==> src/rtl/ctrl_regset_pkg.sv <==
package ctrl_regset_pkg;

  typedef enum logic {
    SEL_SET = 1'b0,
    SEL_CLR = 1'b1
  } reg_sel_e;

endpackage

==> src/rtl/ctrl_rst_sync.sv <==
module ctrl_rst_sync #(
  parameter int STAGES = 2
) (
  input  logic clk_i,
  input  logic clr_i,
  input  logic async_i,
  output logic sync_o
);

  logic [STAGES-1:0] chain_q;

  generate
    if (STAGES == 1) begin : g_single
      always_ff @(posedge clk_i) begin
        if (clr_i) chain_q <= '0;
        else       chain_q <= async_i;
      end
    end else begin : g_chain
      always_ff @(posedge clk_i) begin
        if (clr_i) chain_q <= '0;
        else       chain_q <= {chain_q[STAGES-2:0], async_i};
      end
    end
  endgenerate

  assign sync_o = chain_q[STAGES-1];

endmodule

==> src/rtl/ctrl_bits.sv <==
module ctrl_bits
  import ctrl_regset_pkg::*;
#(
  parameter int DATA_W  = 8,
  parameter int EN_BIT  = 4,
  parameter int RST_BIT = 7
) (
  input  logic              clk_i,
  input  logic              rst_i,
  input  logic              wr_i,
  input  reg_sel_e          sel_i,
  input  logic [DATA_W-1:0] wdata_i,
  output logic              en_o,
  output logic              swrst_o,
  output logic [DATA_W-1:0] rd_o
);

  logic en_q;
  logic sw_q;

  always_ff @(posedge clk_i) begin
    if (rst_i) begin
      en_q <= 1'b0;
      sw_q <= 1'b0;
    end else if (wr_i) begin
      if (wdata_i[EN_BIT]) en_q <= (sel_i == SEL_SET);
      // Any write drops a pending soft reset; a fresh one needs a set write.
      sw_q <= !sw_q && (sel_i == SEL_SET) && wdata_i[RST_BIT];
    end
  end

  always_comb begin
    rd_o          = '0;
    rd_o[EN_BIT]  = en_q;
    rd_o[RST_BIT] = sw_q;
  end

  assign en_o    = en_q;
  assign swrst_o = sw_q;

  p_set_en_r2: assert property (@(posedge clk_i) disable iff (rst_i)
    wr_i && sel_i == SEL_SET && wdata_i[EN_BIT] |=> en_q);

  p_clr_en_r3: assert property (@(posedge clk_i) disable iff (rst_i)
    wr_i && sel_i == SEL_CLR && wdata_i[EN_BIT] |=> !en_q);

  p_self_clear_r5: assert property (@(posedge clk_i) disable iff (rst_i)
    wr_i && sw_q |=> !sw_q);

  p_clr_no_swrst_r6: assert property (@(posedge clk_i) disable iff (rst_i)
    wr_i && sel_i == SEL_CLR && !sw_q |=> !sw_q);

  p_hold_idle_r11: assert property (@(posedge clk_i) disable iff (rst_i)
    !wr_i |=> $stable(en_q) && $stable(sw_q));

  p_reset_wins_r10: assert property (@(posedge clk_i)
    rst_i |=> !en_q && !sw_q);

endmodule

==> src/rtl/ctrl_rst_combine.sv <==
module ctrl_rst_combine (
  input  logic clk_i,
  input  logic por_i,
  input  logic bus_rst_i,
  input  logic swrst_i,
  output logic rst_n_o
);

  logic rst_n_q;

  always_ff @(posedge clk_i) begin
    rst_n_q <= !(por_i || bus_rst_i || swrst_i);
  end

  assign rst_n_o = rst_n_q;

  p_por_low_r7: assert property (@(posedge clk_i)
    por_i |=> !rst_n_q);

  p_bus_low_r8: assert property (@(posedge clk_i) disable iff (por_i)
    bus_rst_i |=> !rst_n_q);

  p_swrst_low_r4: assert property (@(posedge clk_i) disable iff (por_i)
    swrst_i |=> !rst_n_q);

endmodule

==> src/rtl/ctrl_regset.sv <==
module ctrl_regset
  import ctrl_regset_pkg::*;
#(
  parameter int DATA_W      = 8,
  parameter int EN_BIT      = 4,
  parameter int RST_BIT     = 7,
  parameter int SYNC_STAGES = 2
) (
  input  logic              clk_i,
  input  logic              por_i,
  input  logic              sys_rst_i,
  input  logic              wr_i,
  input  logic              sel_i,
  input  logic [DATA_W-1:0] wdata_i,
  output logic              mod_en_o,
  output logic              local_rst_n_o,
  output logic [DATA_W-1:0] rd_data_o
);

  logic     bus_rst_sync;
  logic     hard_rst;
  logic     swrst;
  reg_sel_e sel;

  assign sel      = reg_sel_e'(sel_i);
  assign hard_rst = por_i || bus_rst_sync;

  ctrl_rst_sync #(
    .STAGES (SYNC_STAGES)
  ) u_sync (
    .clk_i   (clk_i),
    .clr_i   (por_i),
    .async_i (sys_rst_i),
    .sync_o  (bus_rst_sync)
  );

  ctrl_bits #(
    .DATA_W  (DATA_W),
    .EN_BIT  (EN_BIT),
    .RST_BIT (RST_BIT)
  ) u_bits (
    .clk_i   (clk_i),
    .rst_i   (hard_rst),
    .wr_i    (wr_i),
    .sel_i   (sel),
    .wdata_i (wdata_i),
    .en_o    (mod_en_o),
    .swrst_o (swrst),
    .rd_o    (rd_data_o)
  );

  ctrl_rst_combine u_comb (
    .clk_i     (clk_i),
    .por_i     (por_i),
    .bus_rst_i (bus_rst_sync),
    .swrst_i   (swrst),
    .rst_n_o   (local_rst_n_o)
  );

  p_por_clears_r7: assert property (@(posedge clk_i)
    por_i |=> !mod_en_o && rd_data_o == '0);

  p_rd_matches_r9: assert property (@(posedge clk_i) disable iff (por_i)
    rd_data_o[EN_BIT] == mod_en_o);

endmodule

==> config.mk <==
export PLATFORM = sky130hd
export DESIGN_NAME = ctrl_regset
export DESIGN_NICKNAME = d
export VERILOG_FILES = /design/src/rtl/ctrl_regset_pkg.sv /design/src/rtl/ctrl_rst_sync.sv /design/src/rtl/ctrl_bits.sv /design/src/rtl/ctrl_rst_combine.sv /design/src/rtl/ctrl_regset.sv
export SDC_FILE = /design/constraint.sdc
export NUM_CORES = 1
export LEC_CHECK = 0
export BUFFER_PORTS_ARGS = -buffer_cell sky130_fd_sc_hd__buf_2
export CAP_MARGIN = 20
export CORE_AREA = 4 4 41 43
export CTS_CLUSTER_DIAMETER = 100
export DETAILED_ROUTE_END_ITERATION = 12
export DIE_AREA = 0 0 45 47
export PLACE_DENSITY_LB_ADDON = 0.2
export SETUP_SLACK_MARGIN = 0.4
export SYNTH_ARGS = -nofsm -noshare
export SYNTH_HDL_FRONTEND = slang
export SYNTH_SLANG_ARGS = --single-unit
==> constraint.sdc <==
create_clock -name clk_i -period 1.6 [get_ports clk_i]
set_input_delay 0.24 -clock clk_i [delete_from_list [all_inputs] [get_ports clk_i]]
set_output_delay 0.24 -clock clk_i [all_outputs]
set_load 0.05 [all_outputs]
==> impl_metrics.yaml, run 1 <==
outcome:
  run_status: "complete, no violations"
clock_tree:
  cts_tree: "built"
  cts_root_buf: "clkbuf_4"
  clockBufferDepth: 2
  post-cts-setup-buffers: 0
  numCtsBuffers: 3
  cts_hold_buf: 0
  path_clk_slew_ns: 0.04
  cts_resized: 0
  h-tree-depth: 1
  cts_sinks: 5
  clk_latency_ns: 0.24
global_route:
  grt_pass1_vias: 142
  grt_max_degree: 6
  grt_pass1_wl_um: 565
  grt_overflow: 0
  antenna_found_initial: 0
  track_usage: 0.0443
synth:
  synth-seq-cells: 5
  ys_warn_count: 0
  ys_seq_area_frac: 0.437
  syn_avg_cell_area_um2: 9.96
  synth_cells: 23
  netlist_area_um2: 229
  synth.distinct_cells: 11
drt:
  wl_per_cell_um: 8.02
  drt_iter0_drc: 1
  firstDrtPassIters: 2
  wl_um: 393
  num_vias: 169
  drc: 0
  viasPerCell: 3.45
  ant_nets: 0
sta:
  slew_viol_final: 0
  tns_ns: 0
  timing.final.crit_share: 0.694
  skew_ns: 0.00279
  setup_slack_ns: 0.490
  final-setup-viol-count: 0
  hold_violations: 0
  max_freq_mhz: 901
  rsz0062_at_grt: "false"
  layout_min_cycle_time_ns: 1.11
worst_setup_path:
  cp_top_family: "flip-flops"
  endpoint_kind: "primary output"
  startpoint: "u_bits.swrst_o$_SDFFE_PP0P_"
  r2r_slack_ns: 0.83
  cp_num_buf_inv: 1
  slowest_delay_ns: 0.35
  critPathArrivalTime_ns: 0.87
  r2r-start: "u_bits.swrst_o$_SDFFE_PP0P_"
  startpoint_type: "flop"
  crit_type: "reg2out"
  crit_chain: "buf_2"
  crit_fanout: 4
  cp.required_ns: 1.36
  slowest_stage: "dfxtp_1"
floorplanning:
  rows: 13
  core_um2: 1300
  initial_core_util: 0.176
  num_io_pins: 23
  die_h_um: 47
  fp.dieW_um: 45
  dieArea_um2: 2120
place:
  gp_congestion: 0.600
  detailedPlace.worstSlack_ns: 0.738
  port_buffers: 10
  post-dp-hpwl_um: 343
power_and_ir_drop:
  leakage_nw: 0.138
  peakVddDrop_mv: 0.558
  power_density_nw_per_um2: 1250
run:
  cap_violations: 0
worst_hold_path:
  worstHoldStart: "sys_rst_i"
  hold_class: "in2reg"
layout:
  syn2layout_area_growth_pct: 23.5
  final_nets: 48
  nFillCells: 151
  num_antenna_cells: 0
  multi_input_area_um2: 87.6
  regArea_um2: 100
  drive_above_1_share: 0.412
[synthesized netlist by cell type, drive strengths merged]
library cell  instances  area, um^2
buf                   8        60.1
nor4                  1        6.26
conb                  1        3.75
dfxtp                 5         100
nor2b                 2        12.5
and3                  1        6.26
nand4bb               1        11.3
a21oi                 1        5.00
nand2b                1        6.26
a211oi                1        12.5
nor3                  1        5.00
[metrics by stage]
step	instance area (um^2)	cells	power, mW	hold WS [ns]	util
floorplan	248	28	0.211	0.305	-
detailed placement	256	45	0.213	0.428	0.197
global route	283	49	0.382	0.212	0.217
global placement	256	45	0.213	0.419	0.197
finish	283	49	0.354	0.213	0.217
CTS	283	49	0.364	0.206	0.217
[layout make-up]
class                   instances  share of cell area
flip-flops and latches          5               0.354
multi-input cells              15               0.310
well taps                      15              0.0664
repair buffers                 10               0.177
clock buffers                   4              0.0929
[cells in the final DEF (no fill, tap or decap)]
cell type / count
conb_1: 6
a211oi_2: 1
nand4bb_1: 1
dfxtp_1: 5
clkbuf_4: 3
nor4_1: 1
nand2b_1: 1
and3_1: 1
a21oi_1: 1
nor2b_1: 2
buf_2: 10
nor3_1: 1
clkbuf_1: 1
[routing by layer]
layer  wire length [um]  vias to the layer above  GRT usage
met5                  0                        -          0
met4                  0                        0          0
met3                111                        0     0.0766
met2                151                       15     0.0508
met1                131                       70     0.0411
li1                   -                       84          -
[final timing paths]
check	end	cells past startpoint
min	u_sync.chain_q[0]$_SDFF_PP0_	2
min reg2reg	u_sync.chain_q[1]$_SDFF_PP0_	1
max	rd_data_o[7]	1
max reg2reg	u_bits.swrst_o$_SDFFE_PP0P_	2
[logic make-up after synthesis]
kind of cell / Yosys count / synth area share
buf+inv: 8 / 0.262
simple gates: 7 / 0.208
flops: 5 / 0.437
compound gates: 2 / 0.0765
other cells: 1 / 0.0164
[state kept, by name, summed over array words and instances, names as in the netlist]
signal and flops:
u_sync.chain_q 2, u_bits.en_o 1, u_bits.swrst_o 1, u_comb.rst_n_o 1
[power breakdown]
| part | total (mW) | switching, mW | internal, mW | leakage (nW) |
|---|---|---|---|---|
| Clock | 0.143 | 0.0491 | 0.0941 | 0.0150 |
| Combinational | 0.0755 | 0.0608 | 0.0147 | 0.0814 |
| Sequential | 0.135 | 0.00336 | 0.132 | 0.0413 |
Power figures use the tool's default switching activity.
==> run 2: changes to the inputs <==
Settings changed: ABC_AREA set to 1.
Clock period 1.6 ns to 1.1 ns, I/O delays scaled along.
==> impl_metrics.yaml, run 2 <==
worst_setup_path:
  reg2regPathDepth: 4
  crit_path_end: "mod_en_o"
  critPathArrivalTime_ns: 0.75
  r2r-start: "u_bits.swrst_o$_SDFFE_PP0P_"
  cp_top_family: "flip-flops"
  cp_num_buf_inv: 1
  crit_type: "reg2out"
  cp.required_ns: 0.94
  endpoint_kind: "primary output"
  r2r_end: "u_bits.swrst_o$_SDFFE_PP0P_"
  startpoint_type: "flop"
  crit_chain: "buf_6"
  crit_fanout: 3
  startpoint: "u_bits.en_o$_SDFFE_PP0P_"
  cp.depth: 1
  r2r_slack_ns: 0.38
  slowest_stage: "dfxtp_4"
  slowest_delay_ns: 0.35
worst_hold_path:
  hold_class: "in2reg"
  worstHoldStart: "sys_rst_i"
synth:
  ys_seq_area_frac: 0.423
  synth_cells: 30
  synth.most_common_cell: "buf_4"
  synth-async-reset-ratio: 0
  syn_avg_cell_area_um2: 7.88
  synth_largest_area_cell: "dfxtp_1"
  synthDominantCellAreaShare: 0.423
  netlist_top_cells_area: "dfxtp_1, buf_4, inv_1"
  netlist_area_um2: 236
  synth_edf_count: 0
  synth-seq-cells: 5
  synth.distinct_cells: 11
  ys_warn_count: 0
  synthTopCellsByCount: "buf_4, dfxtp_1, inv_1, nand2_1, nor2_1"
  yosys_most_used_dff: "dfxtp_1"
place:
  port_buffers: 10
  dpl.cell_count: 52
  post-dp-hpwl_um: 340
  gp_congestion: 0.556
floorplanning:
  rows: 13
  dieArea_um2: 2120
  fp.dieW_um: 45
  core_um2: 1300
  initial_core_util: 0.182
  num_io_pins: 23
  die_h_um: 47
outcome:
  run_status: "complete, no violations"
layout:
  fin_cells: 57
  num_antenna_cells: 0
  regMostFlops: "u_sync.chain_q"
  multi_input_area_um2: 87.6
  final_cell_mix: "conb_1, buf_2, inv_1"
  largest_register_ffs: 2
  final_nets: 56
  nFillCells: 156
  drive_above_1_share: 0.500
  regArea_um2: 109
  syn2layout_area_growth_pct: 48.1
global_route:
  antenna_found_initial: 0
  grt_pass1_wl_um: 648
  met2_usage: 0.0621
  use_met1: 0.0432
  grt_max_degree: 5
  gr-max-usage-layer: "met3"
  track_usage: 0.0490
  grt_overflow: 0
  grt.met3_usage: 0.0805
  grt_pass1_vias: 169
drt:
  wl_per_cell_um: 7.79
  viasPerCell: 3.44
  wl_um: 444
  firstDrtPassIters: 4
  num_vias: 196
  ant_nets: 0
  drc: 0
  drt_iter0_drc: 6
clock_tree:
  clk_latency_ns: 0.25
  cts_root_buf: "clkbuf_4"
  h-tree-depth: 1
  clockBufferDepth: 2
  numCtsBuffers: 3
  cts_sinks: 5
  cts_tree: "built"
  cts_hold_buf: 0
  path_clk_slew_ns: 0.05
sta:
  hold_violations: 0
  skew_ns: 0.00445
  max_freq_mhz: 1090
  final-setup-viol-count: 0
  rsz0062_at_grt: "true"
  hold_ws_ns: 0.122
  layout_min_cycle_time_ns: 0.916
  tns_ns: 0
  slew_viol_final: 0
  timing.final.crit_share: 0.833
run:
  cap_violations: 0
power_and_ir_drop:
  finalPower_mw: 0.559
  power_density_nw_per_um2: 1600
  peakVddDrop_mv: 0.961
  leakage_nw: 0.171
run 2: tightest hold or removal path: cells and delay by family:
family	cells	cell delay, ns
AND/OR/NAND/NOR	1	0.06
buffers and inverters	2	0.10
run 2: layout make-up:
cell class / count / area share
clock buffer: 4 / 0.0750
sequential: 5 / 0.311
timing repair buffer: 11 / 0.268
multi-input combinational: 18 / 0.250
inverter: 4 / 0.0429
tap: 15 / 0.0536
run 2: timing repair:
item | CTS | global route
setup buffers | 1 | 0
setup endpoints to repair | 4 | 7
gates resized for setup | 12 | 3
pin swaps | 0 | 2
run 2: per-layer routing:
metal	share of wire	up-vias
met5	0	-
met4	0	0
met3	0.24	0
met2	0.41	14
met1	0.35	82
li1	-	100
run 2: worst min-delay path by stage:
stage	end	slack, ns	depth (start not counted)
finish	u_sync.chain_q[0]$_SDFF_PP0_	0.12	3
detailed placement	u_sync.chain_q[0]$_SDFF_PP0_	0.37	3
floorplan	u_comb.rst_n_o$_DFF_P_	0.23	1
global route	u_sync.chain_q[0]$_SDFF_PP0_	0.13	3
global placement	u_sync.chain_q[0]$_SDFF_PP0_	0.37	3
CTS	u_sync.chain_q[0]$_SDFF_PP0_	0.12	3
run 2: per-stage QoR:
| stage | instance area [um^2] | utilization | worst slack, ns |
|---|---|---|---|
| final | 350 | 0.269 | 0.184 |
| after global routing | 350 | 0.269 | 0.160 |
| after CTS | 339 | 0.261 | 0.174 |
| after detailed placement | 269 | 0.207 | 0.295 |
| after global placement | 269 | 0.207 | 0.301 |
| after floorplan | 272 | - | 0.337 |
run 2: cells by family (layout without fill, tap and decap cells):
kind of cell | after synthesis | after routing | synth area share
AO/OA/AOI/OAI | 2 | 2 | 0.0582
AND/OR/NAND/NOR | 10 | 10 | 0.185
other | 1 | 6 | 0.0159
flip-flops | 5 | 5 | 0.423
buffers and inverters | 12 | 19 | 0.317
run 2: power breakdown:
part	total, mW	leakage [nW]	switching, mW	internal (mW)
clock	0.221	0.0150	0.0832	0.138
sequential	0.199	0.0429	0.00757	0.191
combinational	0.140	0.113	0.0991	0.0407
